**src/rtl/vhz_pkg.sv**
```systemverilog
`timescale 1ns/1ps
package vhz_pkg;
  localparam int unsigned VHZ_DW      = 16;  // data word width
  localparam int unsigned VHZ_CW      = 16;  // coefficient register width
  localparam int unsigned VHZ_IW      = 24;  // integrator width
  localparam int unsigned VHZ_KP_FRAC = 12;
  localparam int unsigned VHZ_KI_FRAC = 16;
  localparam int unsigned VHZ_KV_FRAC = 15;
  localparam int unsigned VHZ_FB_DLY  = 2;   // feedback alignment stages
endpackage

```
**src/rtl/vhz_align_dly.sv**
```systemverilog
`timescale 1ns/1ps
module vhz_align_dly #(
  parameter int W     = 16,
  parameter int DEPTH = 2
) (
  input  logic                        clk,
  input  logic                        rst,
  input  logic                        en,
  input  logic signed [W-1:0]         d_i,
  output logic [DEPTH-1:0][W-1:0]     tap_o
);
  logic signed [W-1:0] stg_q [DEPTH];

  always_ff @(posedge clk) begin
    if (rst) begin
      for (int i = 0; i < DEPTH; i++) stg_q[i] <= '0;
    end else if (en) begin
      stg_q[0] <= d_i;
      for (int i = 1; i < DEPTH; i++) stg_q[i] <= stg_q[i-1];
    end
  end

  for (genvar g = 0; g < DEPTH; g++) begin : g_tap
    assign tap_o[g] = stg_q[g];
  end

  // alignment stages only move on a strobe
  a_r10_dly_hold: assert property (@(posedge clk) disable iff (rst)
    !en |=> $stable(stg_q[0]));
endmodule

```
**src/rtl/vhz_softstart.sv**
```systemverilog
`timescale 1ns/1ps
module vhz_softstart #(
  parameter int W  = 16,
  parameter int CW = 16
) (
  input  logic                 clk,
  input  logic                 rst,
  input  logic                 en,
  input  logic signed [W-1:0]  ref_i,
  input  logic [CW-1:0]        alpha_i,
  output logic signed [W-1:0]  filt_o
);
  localparam int DW = W + 1;
  localparam int PW = DW + CW + 1;

  logic signed [W-1:0]  filt_q;
  logic signed [DW-1:0] diff;
  logic signed [PW-1:0] diff_p, alpha_p, prod, step;
  logic signed [DW-1:0] nxt;
  logic                 unused_step;

  always_comb begin
    diff    = {ref_i[W-1], ref_i} - {filt_q[W-1], filt_q};
    diff_p  = {{(PW-DW){diff[DW-1]}}, diff};
    alpha_p = {{(PW-CW){1'b0}}, alpha_i};
    prod    = diff_p * alpha_p;
    step    = prod >>> CW;
    nxt     = {filt_q[W-1], filt_q} + step[DW-1:0];
  end

  assign unused_step = ^step[PW-1:DW];

  always_ff @(posedge clk) begin
    if (rst)      filt_q <= '0;
    else if (en)  filt_q <= nxt[W-1:0];
  end

  assign filt_o = filt_q;

  // a step moves toward the reference and never past it
  a_r1_no_overshoot: assert property (@(posedge clk) disable iff (rst)
    en && (ref_i >= filt_q) |=> (filt_q >= $past(filt_q)) && (filt_q <= $past(ref_i)));
  // the lag state holds between strobes
  a_r10_filt_hold: assert property (@(posedge clk) disable iff (rst)
    !en |=> $stable(filt_q));
endmodule

```
**src/rtl/vhz_pi_limit.sv**
```systemverilog
`timescale 1ns/1ps
module vhz_pi_limit #(
  parameter int W       = 16,
  parameter int CW      = 16,
  parameter int IW      = 24,
  parameter int KP_FRAC = 12,
  parameter int KI_FRAC = 16
) (
  input  logic                 clk,
  input  logic                 rst,
  input  logic                 en,
  input  logic signed [W-1:0]  cmd_i,
  input  logic signed [W-1:0]  fb_i,
  input  logic [CW-1:0]        kp_i,
  input  logic [CW-1:0]        ki_i,
  input  logic [W-2:0]         lim_i,
  output logic signed [W-1:0]  slip_o
);
  localparam int EW = W + 1;
  localparam int AW = EW + CW + 2;
  localparam logic signed [AW-1:0] IMAX_A = {{(AW-IW+1){1'b0}}, {(IW-1){1'b1}}};
  localparam logic signed [AW-1:0] IMIN_A = -IMAX_A;

  logic signed [IW-1:0] integ_q;
  logic signed [W-1:0]  slip_q;
  logic signed [EW-1:0] err;
  logic signed [AW-1:0] e_a, kp_a, ki_a, p_a, i_a, integ_a, sum_a, lim_a, acc_a, sat_a;
  logic                 hi, lo, e_pos, e_neg, freeze;
  logic signed [W-1:0]  slip_n;

  always_comb begin
    err     = {cmd_i[W-1], cmd_i} - {fb_i[W-1], fb_i};
    e_a     = {{(AW-EW){err[EW-1]}}, err};
    kp_a    = {{(AW-CW){1'b0}}, kp_i};
    ki_a    = {{(AW-CW){1'b0}}, ki_i};
    p_a     = (e_a * kp_a) >>> KP_FRAC;
    i_a     = (e_a * ki_a) >>> KI_FRAC;
    integ_a = {{(AW-IW){integ_q[IW-1]}}, integ_q};
    sum_a   = p_a + integ_a;
    lim_a   = {{(AW-W+1){1'b0}}, lim_i};
    hi      = sum_a > lim_a;
    lo      = sum_a[AW-1];
    e_neg   = err[EW-1];
    e_pos   = !err[EW-1] && (err != '0);
    freeze  = (hi && e_pos) || (lo && e_neg);
    acc_a   = integ_a + i_a;
    if (acc_a > IMAX_A)      sat_a = IMAX_A;
    else if (acc_a < IMIN_A) sat_a = IMIN_A;
    else                     sat_a = acc_a;
    if (hi)      slip_n = lim_a[W-1:0];
    else if (lo) slip_n = '0;
    else         slip_n = sum_a[W-1:0];
  end

  always_ff @(posedge clk) begin
    if (rst) begin
      integ_q <= '0;
      slip_q  <= '0;
    end else if (en) begin
      slip_q <= slip_n;
      if (!freeze) integ_q <= sat_a[IW-1:0];
    end
  end

  assign slip_o = slip_q;

  // slip never exceeds the ceiling presented at the strobe
  a_r3_slip_ceiling: assert property (@(posedge clk) disable iff (rst)
    en |=> $unsigned(slip_q) <= {1'b0, $past(lim_i)});
  // negative error with a non-positive integrator gives zero slip
  a_r4_slip_floor: assert property (@(posedge clk) disable iff (rst)
    en && (cmd_i < fb_i) && (integ_q <= 0) |=> slip_q == '0);
  // integration pauses while pushing further into the upper rail
  a_r8_freeze_hi: assert property (@(posedge clk) disable iff (rst)
    en && e_pos && hi |=> $stable(integ_q));
  // zero error leaves the integrator unchanged
  a_r2_zero_err: assert property (@(posedge clk) disable iff (rst)
    en && (cmd_i == fb_i) |=> $stable(integ_q));
endmodule

```
**src/rtl/vhz_volt_law.sv**
```systemverilog
`timescale 1ns/1ps
module vhz_volt_law #(
  parameter int W       = 16,
  parameter int CW      = 16,
  parameter int KV_FRAC = 15
) (
  input  logic                 clk,
  input  logic                 rst,
  input  logic                 en,
  input  logic signed [W-1:0]  slip_i,
  input  logic signed [W-1:0]  fb_i,
  input  logic [W-2:0]         off_i,
  input  logic [CW-1:0]        kv_i,
  output logic signed [W-1:0]  freq_o,
  output logic signed [W-1:0]  volt_o
);
  localparam int SW = W + 1;
  localparam int VW = W + CW + 2;
  localparam logic signed [W-1:0] ONE_PU = {2'b01, {(W-2){1'b0}}};
  localparam logic signed [W-1:0] MAXP   = {1'b0, {(W-1){1'b1}}};
  localparam logic signed [W-1:0] MINN   = {1'b1, {(W-1){1'b0}}};

  logic signed [W-1:0]  freq_q, volt_q, freq_n, volt_n;
  logic signed [SW-1:0] fsum;
  logic signed [VW-1:0] f_v, kv_v, vp, vs, one_v;

  always_comb begin
    fsum = {slip_i[W-1], slip_i} + {fb_i[W-1], fb_i};
    if (fsum[SW-1] != fsum[SW-2]) freq_n = fsum[SW-1] ? MINN : MAXP;
    else                          freq_n = fsum[W-1:0];
    f_v   = {{(VW-W){freq_q[W-1]}}, freq_q};
    kv_v  = {{(VW-CW){1'b0}}, kv_i};
    vp    = (f_v * kv_v) >>> KV_FRAC;
    vs    = vp + {{(VW-W+1){1'b0}}, off_i};
    one_v = {{(VW-W){1'b0}}, ONE_PU};
    if (vs[VW-1])      volt_n = '0;
    else if (vs > one_v) volt_n = ONE_PU;
    else               volt_n = vs[W-1:0];
  end

  always_ff @(posedge clk) begin
    if (rst) begin
      freq_q <= '0;
      volt_q <= '0;
    end else if (en) begin
      freq_q <= freq_n;
      volt_q <= volt_n;
    end
  end

  assign freq_o = freq_q;
  assign volt_o = volt_q;

  // with no slip the frequency command is the aligned rotor speed
  a_r5_zero_slip: assert property (@(posedge clk) disable iff (rst)
    en && (slip_i == '0) |=> freq_q == $past(fb_i));
  // the voltage command stays within 0..1 pu
  a_r7_volt_cap: assert property (@(posedge clk) disable iff (rst)
    en |=> (volt_q <= ONE_PU) && (volt_q >= 0));
  // both commands hold between strobes
  a_r10_cmd_hold: assert property (@(posedge clk) disable iff (rst)
    !en |=> $stable(freq_q) && $stable(volt_q));
  // reset clears both commands
  a_r9_reset_clear: assert property (@(posedge clk)
    rst |=> (freq_q == '0) && (volt_q == '0));
endmodule

```
**src/rtl/vhz_cmd_chain.sv**
```systemverilog
`timescale 1ns/1ps
module vhz_cmd_chain
  import vhz_pkg::*;
#(
  parameter int W       = VHZ_DW,
  parameter int CW      = VHZ_CW,
  parameter int IW      = VHZ_IW,
  parameter int KP_FRAC = VHZ_KP_FRAC,
  parameter int KI_FRAC = VHZ_KI_FRAC,
  parameter int KV_FRAC = VHZ_KV_FRAC
) (
  input  logic                 clk,
  input  logic                 rst,
  input  logic                 smp_en,
  input  logic signed [W-1:0]  spd_ref,
  input  logic signed [W-1:0]  spd_fb,
  input  logic [CW-1:0]        ss_alpha,
  input  logic [CW-1:0]        kp_gain,
  input  logic [CW-1:0]        ki_gain,
  input  logic [W-2:0]         trq_lim,
  input  logic [W-2:0]         v_off,
  input  logic [CW-1:0]        vf_gain,
  output logic signed [W-1:0]  freq_cmd,
  output logic signed [W-1:0]  volt_cmd
);
  localparam int FB_DLY = VHZ_FB_DLY;

  logic signed [W-1:0]        filt, slip, fb_s1, fb_s2;
  logic [FB_DLY-1:0][W-1:0]   fb_taps;

  vhz_softstart #(.W(W), .CW(CW)) u_soft (
    .clk(clk), .rst(rst), .en(smp_en),
    .ref_i(spd_ref), .alpha_i(ss_alpha), .filt_o(filt));

  vhz_align_dly #(.W(W), .DEPTH(FB_DLY)) u_fbdly (
    .clk(clk), .rst(rst), .en(smp_en),
    .d_i(spd_fb), .tap_o(fb_taps));

  assign fb_s1 = $signed(fb_taps[0]);
  assign fb_s2 = $signed(fb_taps[FB_DLY-1]);

  vhz_pi_limit #(.W(W), .CW(CW), .IW(IW), .KP_FRAC(KP_FRAC), .KI_FRAC(KI_FRAC)) u_pi (
    .clk(clk), .rst(rst), .en(smp_en),
    .cmd_i(filt), .fb_i(fb_s1), .kp_i(kp_gain), .ki_i(ki_gain),
    .lim_i(trq_lim), .slip_o(slip));

  vhz_volt_law #(.W(W), .CW(CW), .KV_FRAC(KV_FRAC)) u_volt (
    .clk(clk), .rst(rst), .en(smp_en),
    .slip_i(slip), .fb_i(fb_s2), .off_i(v_off), .kv_i(vf_gain),
    .freq_o(freq_cmd), .volt_o(volt_cmd));
endmodule

```
**config.mk**
```make
export PLATFORM = sky130hd
export DESIGN_NAME = vhz_cmd_chain
export DESIGN_NICKNAME = d
export VERILOG_FILES = /design/src/rtl/vhz_pkg.sv /design/src/rtl/vhz_align_dly.sv /design/src/rtl/vhz_softstart.sv /design/src/rtl/vhz_pi_limit.sv /design/src/rtl/vhz_volt_law.sv /design/src/rtl/vhz_cmd_chain.sv
export SDC_FILE = /design/constraint.sdc
export NUM_CORES = 2
export LEC_CHECK = 0
export ABC_AREA = 1
export BUFFER_PORTS_ARGS = -buffer_cell sky130_fd_sc_hd__buf_2
export CELL_PAD_IN_SITES_DETAIL_PLACEMENT = 1
export CELL_PAD_IN_SITES_GLOBAL_PLACEMENT = 1
export CORE_MARGIN = 2
export CORE_UTILIZATION = 40
export DETAILED_ROUTE_END_ITERATION = 12
export GPL_ROUTABILITY_DRIVEN = 0
export PLACE_DENSITY_LB_ADDON = 0.3
export SLEW_MARGIN = 0
export SYNTH_ARGS = -nofsm -noshare
export SYNTH_HDL_FRONTEND = slang
export SYNTH_HIERARCHICAL = 1
export SYNTH_SLANG_ARGS = --single-unit
```
**constraint.sdc**
```tcl
create_clock -name clk -period 23.4 [get_ports clk]
set_input_delay 2.34 -clock clk [delete_from_list [all_inputs] [get_ports clk]]
set_output_delay 2.34 -clock clk [all_outputs]
set_load 0.02 [all_outputs]
```
==> summary by stage <==
Synthesis
For this run, the leading register cell type out of synthesis is sky130_fd_sc_hd__dfxtp_1. The gate count of the mapped netlist is 7284. The synthesized design contains 32 enable-type register cells. The proportion of synthesized area in mux cells is 0%. The sequential cell area fraction in the yosys report is just over 5%. Counting flops with an async set or reset pin after synthesis yields a share of 0%. The average instance in the mapped netlist occupies 7.322 µm². The largest total area in the synthesized netlist belongs to sky130_fd_sc_hd__fa_1. The area of the mapped netlist is 53330 µm². By area the synthesized netlist is led by sky130_fd_sc_hd__fa_1, sky130_fd_sc_hd__inv_1, sky130_fd_sc_hd__ha_1. After synthesis the netlist holds a flip-flop and latch count of 120.

After Yosys synthesis, full adders, half adders and majority gates account for 50.21% of the synthesized area. The area share of the leading cell type in the synthesized netlist is between 30 and 40%. The number of library cell types mapped by synthesis is 54. By area, the combinational part of the netlist is dominated by adder cells. Counting every net in the synthesized netlist gives 8946.

After Yosys synthesis, XOR and XNOR cells account for 2.555% of the synthesized area. For this run, the number of Yosys warnings is 6. The complex-gate fraction of the synthesized area is 5.304%. The simple-gate portion of the synthesized area is 20.99%.

Global routing
The via count of the first global-routing pass is 51170. The number of antenna violations at the first check in global routing came to 6. The maximum number of pins on one net before global-route repair is 53. Global routing finished with a remaining overflow of 0. The met2 usage in global routing is 46.16%.

The most utilized layer in the global route result is met2. For this run, global-route usage on met3 was measured as 2.276%. Global routing used 35.41% of the available met1 tracks. The wire length of the first global-routing pass is between 200000 and 300000 µm. For this run, the total global-route usage over all layers was measured as 26.51%.

STA
The share of the clock period used by the worst path after layout is 52.04%. After routing, the total negative slack on setup checks comes to 0 ps. The worst clock skew is approximately 20 ps. The transition at the pin with the smallest max-transition slack is 1073 ps. The routed design could run at a clock period as short as 12180 ps. Setup violations remaining at the end of the flow were counted as 0. Timing would allow up to approximately 0.082 GHz.

The worst max-slew margin expressed relative to the limit is about 28%. Setup repair after global routing left no endpoint under its margin. The max-slew violation count is 0. The number of hold violations in the final report is 0.

CTS
For the worst-skew pair, the clock arrives at the later sink with an insertion delay of 480 ps. The TritonCTS clock tree is done. The H-tree was split into 4 levels. The post-cts gate resize count is 0. The number of buffers created by CTS is 17. In this run the clock root is driven by a sky130_fd_sc_hd__clkbuf_16.

The maximum clock insertion buffer count is 2. In this run the post-CTS setup repair buffer count came out at 0. The sink count of the clock tree is 120. The clock transition at the registers of the reported paths is 70 ps. The total of hold buffers inserted after clock tree synthesis is 0.

Setup path
STA classifies the critical path endpoint as a flop. Data on the critical path is required at its endpoint by roughly 24000 ps. The critical path crosses 54 cells after its start point.

The cell repeated most along the worst path is sky130_fd_sc_hd__nand2_1. STA puts the critical path data arrival time at 12530 ps. The number of buffers and inverters on the critical path is 11. The nature of the critical path startpoint is a flop. The launch instance of the worst register-to-register path is u_soft/filt_o[0]$_SDFFE_PP0P_.

The worst register-to-register path ends at u_pi/integ_q[8]$_SDFFE_PP0P_. The cell with the biggest individual delay on the critical path is sky130_fd_sc_hd__clkinv_1. The critical path is of the reg2reg type. Setup slack on the worst reg-to-reg path comes out at 11220 ps. The end point of the critical path is u_pi/integ_q[8]$_SDFFE_PP0P_. The delay of the slowest critical-path stage is 860 ps. In this design, the largest share of critical-path delay is due to adder cells. The most critical setup path has its startpoint at u_soft/filt_o[0]$_SDFFE_PP0P_. The logic depth of the worst register-to-register path is 54.

Of all nets on the critical path, the largest fanout is 22.

Floorplanning
The starting utilization of the core area is 40.41%. After floorplanning, the core was sized to cover around 130000 µm². The site row count is approximately 130. The floorplan die width is 369.1 µm. The I/O pin total is 161.

The die covers 136300 µm². The floorplan step set the die height to 369.1 µm.

Finish
The number of fill cells is 16820. Relative to the synthesized area, the layout overhead comes to 5.738%. The number of nets in the finished design is 8968. The design area is 56390 µm².

The most common cell after layout, fill and taps aside is sky130_fd_sc_hd__inv_1. At the end of the flow the core is filled with cells to a little over two fifths. Of the cells placed in the final design, the portion with a size suffix greater than 1 is under 10%.

The top cell types in the final layout, fill and taps aside, are sky130_fd_sc_hd__inv_1, sky130_fd_sc_hd__nand2_1, sky130_fd_sc_hd__fa_1, sky130_fd_sc_hd__nor2_1, sky130_fd_sc_hd__ha_1. The final non-filler cell total is 9080.

Routing
The count of unresolved DRC violations after routing is 0. The number of vias per cell is 5.084. The total iterations of the first detailed-routing run is 5. In this run the remaining antenna-violating nets after routing total 0. For this block, the via count after detailed routing is roughly 46000.

The average detailed-routed wire length per instance is 19.60 µm. The routed design has 178000 µm of wire. The violation count after the first detailed-route iteration is 2513.

Run status
The flow ran to the end, and the final reports show no timing, DRC or antenna violations.

Placement
The half-perimeter wire length after detailed placement is 150000 µm. The total of buffers placed on input and output ports is 160. The number of cells in the design after placement is 9042.

The placed instances occupy a cell area of between 50000 and 60000 µm².

Worst hold path
The startpoint identified for the worst hold timing path is u_volt/volt_o[15]$_SDFFE_PP0P_. The worst hold path belongs to the class reg2reg.

Flow run
The number of violations of the max-capacitance limit is 0.
## synthesized netlist by cell type, drive strengths merged (4+ instances only)
cell type	instances
clkbuf	160
nand3b	16
edfxtp	32
o21ai	116
nand4	65
a21o	15
inv	1996
nand3	200
ha	521
o21bai	21
fa	1012
xnor2	58
o21a	9
o31ai	8
dfxtp	88
nor3	33
or2	28
a31oi	23
and2	4
clkinv	35
nand2	1682
a21boi	5
xor2	95
o211ai	7
buf	32
a21oi	296
a221oi	6
nor4	4
nor2	708
## final cells by class
class / instances / area [µm²] / area share (%)
sequential: 120 / 2723 / 4.828
clock inverter: 12 / 128.9 / 0.2285
timing repair buffer: 195 / 1064 / 1.886
clock buffer: 20 / 479.2 / 0.8498
antenna: 6 / 15.01 / 0.02662
tap: 1755 / 2196 / 3.894
multi-input combinational: 4941 / 42160 / 74.76
inverter: 2031 / 7626 / 13.52
## per-stage QoR
| stage | worst slack [ps] | hold slack (ps) |
|---|---|---|
| after CTS | 11390 | 454.9 |
| after floorplan | 13320 | 449.1 |
| final | 11220 | 449.7 |
| after global routing | 10630 | 468.3 |
| after global placement | 11560 | 428.9 |
| after detailed placement | 11430 | 444.6 |
## worst reg2reg max path, delay by kind of cell (launching register included)
family	cells	cell delay (ps)
AND/OR/NAND/NOR	25	3520
AO/OA/AOI/OAI	5	870
adder cells (fa/ha/maj)	11	4710
XOR/XNOR	2	620
buffers and inverters	11	1920
flip-flops	1	410
## worst min-delay path by stage
stage	end	depth (start not counted)
finish	u_volt/volt_o[15]$_SDFFE_PP0P_	2
global route	u_volt/volt_o[15]$_SDFFE_PP0P_	2
CTS	u_volt/volt_o[15]$_SDFFE_PP0P_	2
detailed placement	u_volt/volt_o[15]$_SDFFE_PP0P_	2
global placement	u_volt/volt_o[15]$_SDFFE_PP0P_	2
floorplan	u_pi/slip_o[0]$_SDFFE_PP0P_	2
## logic make-up (layout without fill, tap and decap cells)
family / after synthesis / after routing
other cells: 0 / 6
xor+xnor: 153 / 153
simple gates: 2742 / 2742
flops: 120 / 120
fa+ha+maj: 1533 / 1533
buf+inv: 2223 / 2258
compound gates: 513 / 513
## flip-flops by register name (all words and copies together), names as in the netlist
name	count
u_volt/freq_o	16
u_fbdly/stg_q	32
u_volt/volt_o	16
u_pi/integ_q	24
u_pi/slip_o	16
u_soft/filt_o	16
## routing by layer
metal / up-vias / share of wire [%]
met5: - / 0.0062
met3: 207 / 4.6
met4: 2 / 2.5
li1: 21310 / -
met2: 1135 / 48
met1: 23500 / 44
Power is left out: the tool's default activity adds up to more than one toggle a clock period on the data nets, which glitch-free logic cannot reach.
